<file path="config.mk">
export PLATFORM = sky130hd
export DESIGN_NAME = tcv_top
export DESIGN_NICKNAME = d
export VERILOG_FILES = /design/src/rtl/tcv_pkg.sv /design/src/rtl/tcv_parity.sv /design/src/rtl/tcv_dir.sv /design/src/rtl/tcv_top.sv
export SDC_FILE = /design/constraint.sdc
export NUM_CORES = 1
export LEC_CHECK = 0
export BUFFER_PORTS_ARGS = -buffer_cell sky130_fd_sc_hd__buf_2
export CAP_MARGIN = 40
export CORE_MARGIN = 3
export CORE_UTILIZATION = 25
export CTS_CLUSTER_SIZE = 16
export DETAILED_ROUTE_END_ITERATION = 7
export PLACE_DENSITY = 0.56
export SLEW_MARGIN = 20
export SYNTH_ARGS = -nofsm -noshare
export SYNTH_HDL_FRONTEND = slang
export SYNTH_HIERARCHICAL = 1
export SYNTH_SLANG_ARGS = --single-unit
</file>
<file path="constraint.sdc">
create_clock -name clk -period 2.8 [get_ports clk]
set_clock_uncertainty 0.2 [all_clocks]
set_input_delay 0.14 -clock clk [delete_from_list [all_inputs] [get_ports clk]]
set_output_delay 0.14 -clock clk [all_outputs]
set_load 0.05 [all_outputs]
</file>
<file path="src/rtl/tcv_pkg.sv">
package tcv_pkg;
    localparam int BYTE_W = 8;

    typedef enum logic {
        PAR_GEN = 1'b0,
        PAR_CHK = 1'b1
    } par_mode_e;

    typedef struct packed {
        logic oe_n;
        logic le;
        logic cke;
    } dir_ctl_t;

    function automatic logic fold_xor(input logic [BYTE_W-1:0] b, input logic odd);
        return (^b) ^ odd;
    endfunction
endpackage

</file>
<file path="src/rtl/tcv_parity.sv">
module tcv_parity
    import tcv_pkg::*;
(
    input  logic [BYTE_W-1:0] data,
    input  logic              par_in,
    input  logic              gen,
    input  logic              odd_sel,
    output logic              par_out,
    output logic              err
);
    logic gen_bit;

    always_comb begin
        gen_bit = fold_xor(data, odd_sel);
        par_out = gen ? gen_bit : par_in;
        err     = gen ? 1'b0 : (gen_bit ^ par_in);
    end
endmodule

</file>
<file path="src/rtl/tcv_dir.sv">
module tcv_dir
    import tcv_pkg::*;
#(
    parameter int NBYTES  = 2,
    parameter bit CAN_GEN = 1'b1,
    localparam int DW     = NBYTES * BYTE_W
) (
    input  logic              clk,
    input  logic              rst,
    input  dir_ctl_t          ctl,
    input  logic              gen_req,
    input  logic              odd_sel,
    input  logic [DW-1:0]     d_in,
    input  logic [NBYTES-1:0] p_in,
    output logic [DW-1:0]     d_out,
    output logic [NBYTES-1:0] p_out,
    output logic              drive,
    output logic              err_n
);
    logic [DW-1:0]     d_q;
    logic [NBYTES-1:0] p_q;
    logic              cke_q;
    logic              load;
    logic              gen;
    logic [DW-1:0]     view_d;
    logic [NBYTES-1:0] view_p;
    logic [NBYTES-1:0] byte_err;

    assign load = ctl.le | (ctl.cke & ~cke_q);
    assign gen  = CAN_GEN & gen_req;

    always_ff @(posedge clk) begin
        if (rst) begin
            d_q   <= '0;
            p_q   <= '0;
            cke_q <= 1'b0;
        end else begin
            cke_q <= ctl.cke;
            if (load) begin
                d_q <= d_in;
                p_q <= p_in;
            end
        end
    end

    assign view_d = ctl.le ? d_in : d_q;
    assign view_p = ctl.le ? p_in : p_q;

    for (genvar k = 0; k < NBYTES; k++) begin : g_byte
        tcv_parity u_par (
            .data    (view_d[k*BYTE_W +: BYTE_W]),
            .par_in  (view_p[k]),
            .gen     (gen),
            .odd_sel (odd_sel),
            .par_out (p_out[k]),
            .err     (byte_err[k])
        );
    end

    assign d_out = view_d;
    assign drive = ~ctl.oe_n;
    assign err_n = ctl.oe_n | ~(|byte_err);
endmodule

</file>
<file path="src/rtl/tcv_top.sv">
module tcv_top
    import tcv_pkg::*;
#(
    parameter int NBYTES = 2,
    localparam int DW    = NBYTES * BYTE_W
) (
    input  logic              clk,
    input  logic              rst,
    input  logic              chk_mode,
    input  logic              odd_sel,
    input  logic              ab_oe_n,
    input  logic              ab_le,
    input  logic              ab_cke,
    input  logic              ba_oe_n,
    input  logic              ba_le,
    input  logic              ba_cke,
    input  logic [DW-1:0]     a_data_in,
    input  logic [NBYTES-1:0] a_par_in,
    input  logic [DW-1:0]     b_data_in,
    input  logic [NBYTES-1:0] b_par_in,
    output logic [DW-1:0]     b_data_out,
    output logic [NBYTES-1:0] b_par_out,
    output logic              b_drive,
    output logic              b_err_n,
    output logic [DW-1:0]     a_data_out,
    output logic [NBYTES-1:0] a_par_out,
    output logic              a_drive,
    output logic              a_err_n
);
    par_mode_e mode;
    dir_ctl_t  ctl_ab;
    dir_ctl_t  ctl_ba;
    logic      gen_req;

    assign mode    = par_mode_e'(chk_mode);
    assign gen_req = (mode == PAR_GEN);
    assign ctl_ab  = '{oe_n: ab_oe_n, le: ab_le, cke: ab_cke};
    assign ctl_ba  = '{oe_n: ba_oe_n, le: ba_le, cke: ba_cke};

    tcv_dir #(.NBYTES(NBYTES), .CAN_GEN(1'b1)) u_ab (
        .clk     (clk),
        .rst     (rst),
        .ctl     (ctl_ab),
        .gen_req (gen_req),
        .odd_sel (odd_sel),
        .d_in    (a_data_in),
        .p_in    (a_par_in),
        .d_out   (b_data_out),
        .p_out   (b_par_out),
        .drive   (b_drive),
        .err_n   (b_err_n)
    );

    tcv_dir #(.NBYTES(NBYTES), .CAN_GEN(1'b0)) u_ba (
        .clk     (clk),
        .rst     (rst),
        .ctl     (ctl_ba),
        .gen_req (gen_req),
        .odd_sel (odd_sel),
        .d_in    (b_data_in),
        .p_in    (b_par_in),
        .d_out   (a_data_out),
        .p_out   (a_par_out),
        .drive   (a_drive),
        .err_n   (a_err_n)
    );
endmodule

</file>
==> reports/results.ini <==
[global_routing]
grt_first_pass_wirelength_um=10400
grt_max_degree=39
grt_usage_pct=11.0
antenna_found_initial=1
grt_pass1_vias=2161
grt_overflow=0

[final_layout]
num_antenna_cells=0
register_area_um2=761
final_nets=419
fin_cells=510
design_area_um2=3740
area_growth_pct=40.1
fin_util_pct=36.1
drive_gt1_share_pct=41.2
nFillCells=1060
multi_input_comb_area_um2=1820

[drt]
drtPass1Iterations=4
wl_per_cell_um=12.6
via_count=2111
via_per_inst=4.14
drt-initial-drc-count=49
post-route-drc-count=0
ant_nets=0
drt_wl_total_um=6440

[floorplanning]
io_pins=86
die_w_um=109
dieArea_um2=12000
rows=37
die_h_um=109
initial_utilization_pct=25.8
core-area_um2=10400

[synthesis]
synth_top_cell_by_area=dfxtp_1
synth_warnings=6
ys_types=20
synth.avg_cell_area_um2=10.7
ys_seq_area_share_pct=28.5
syn_area_um2=2670
ys_ff_latch=38
synth_top_area_share_pct=28.5
synthTopCellsByArea=dfxtp_1 (28%), mux2_2 (17%), nand2b_1 (17%)
syn-instance-count=250

[worst_setup_path]
required_ns=2.46
crit_fanout=2
end_kind=output port
timing_worst_setup_path_type=primary input to output port
cp-start-kind=primary input
critical_path_arrival_ns=2.39

[placed_design]
place_hpwl_um=4700
gp_congestion=0.703
dp.cells=461
pre_cts_ws_ns=0.0949
dpl_cell_area_um2=3200
portBuffers=85

[worst_hold_path]
hp-class=primary input to register

[timing]
timing.final.crit_period_ns=2.73
fmax_mhz=367
finalSetupViolations=0
slew_headroom_pct=44.6
worstMarginPinSlew_ns=0.829
holdWs_ns=0.143
timing.final.crit_share_pct=97.4
hold_violations=0
slew_violations=0
worst_slack_ns=0.0727
fin_tns_setup_ns=0

[power_and_ir_drop]
peakVddDrop_v=0.000365
powerDensity_nw_per_um2=534
finalPower_mw=2.00
leakage_nw=1.67

[job]
drv_cap=0

[clock_network]
h-tree-depth=2
clock-sinks=38
worstSkewPairLatency_ns=0.28
cts_buffer_depth=2
cts_root_buf=clkbuf_8
clkTransAtPathRegs_ns=0.08
cts_tree=done
cts_made_buffers=5

[outcome]
status=finished clean

-- sequential cells by signal, indices dropped and copies added (netlist names) --
signal and flops:
u_ba/p_q 2, u_ab/cke_q 1, u_ba/cke_q 1, u_ab/d_q 16, u_ab/p_q 2, u_ba/d_q 16
-- synth_stat cells (all sizes together) --
library cell and instances:
nand2b 72, mux2 40, dfxtp 38, mux2i 36, xnor2 20, buf 10
clkbuf 6, inv 5, nor2 4, xnor3 4, xor2 4, xor3 4
a21oi 2, nor2b 2, o21ai 2, conb 1
-- timing repair --
item                                    in CTS  in global routing
hold buffers                                38                  0
endpoints found under the hold margin       38                  0
buffers inserted                             0                  3
gates resized for setup                      0                 16
endpoints found under the setup margin       0                  2
-- final timing paths --
kind / from / to / slack [ns] / cells past startpoint
worst max register to register: u_ab/cke_q$_SDFF_PP0_ / u_ab/d_q[2]$_SDFFE_PP0P_ / 1.22 / 3
worst max-delay path: b_data_in[6] / a_err_n / 0.07 / 9
worst min-delay path: rst / u_ab/cke_q$_SDFF_PP0_ / 0.14 / 2
worst min register to register: u_ba/d_q[9]$_SDFFE_PP0P_ / u_ba/d_q[9]$_SDFFE_PP0P_ / 0.27 / 2
-- kinds of logic (layout without fill, tap and decap cells) --
group | count (synthesis) | after routing | synth area share [%]
compound gates | 4 | 4 | 1.59
other cells | 1 | 4 | 0.140
xor+xnor | 32 | 32 | 15.9
buf+inv | 21 | 142 | 5.66
simple gates | 78 | 78 | 17.9
mux | 76 | 76 | 30.3
flops | 38 | 38 | 28.5
-- power breakdown --
| group | switching (mW) | leakage, nW | internal [mW] |
|---|---|---|---|
| registers | 0.0175 | 0.315 | 0.579 |
| clock network | 0.197 | 0.0482 | 0.199 |
| logic | 0.549 | 1.30 | 0.456 |
| total | 0.763 | 1.67 | 1.23 |
-- layer usage --
layer  vias up  share of wire (%)  global-route usage [%]
li1       1064                  -                       -
met1       974                 46                    13.6
met2        67                 45                    18.5
met3         4                8.4                    3.88
met4         2               0.39                    2.14
met5         -               0.20                       0
-- worst max-delay path: stages --
cell and delay, ns:
dlygate4sd3_1 0.53, buf_2 0.13, mux2_2 0.30, xnor2_2 0.19, xnor3_1 0.36, xor3_1 0.39, nor2_2 0.11, o21ai_2 0.05
buf_4 0.18
-- cells in the final DEF, fill, tap and decap left out --
master,n
xnor2_1,12
nor2_1,1
a21oi_4,2
xor3_1,4
buf_6,1
xnor3_2,1
dlygate4sd3_1,38
xor2_1,4
inv_1,5
nor2b_1,2
o21ai_2,2
mux2_2,40
clkbuf_4,1
nand2b_1,72
xnor3_1,3
dfxtp_1,38
conb_1,4
xnor2_2,8
buf_2,81
buf_16,1
nor2_2,3
clkbuf_1,1
mux2i_1,36
clkbuf_8,6
buf_4,7
clkinv_2,1
-- layout make-up --
cell class / instances / share of cell area, %
multi-input cells: 194 / 48.6
repair buffers: 129 / 23.6
flip-flops and latches: 38 / 20.3
inverters: 5 / 0.501
clock inverters: 1 / 0.134
well taps: 136 / 4.55
clock buffers: 7 / 2.31
Power figures use the tool's default switching activity.
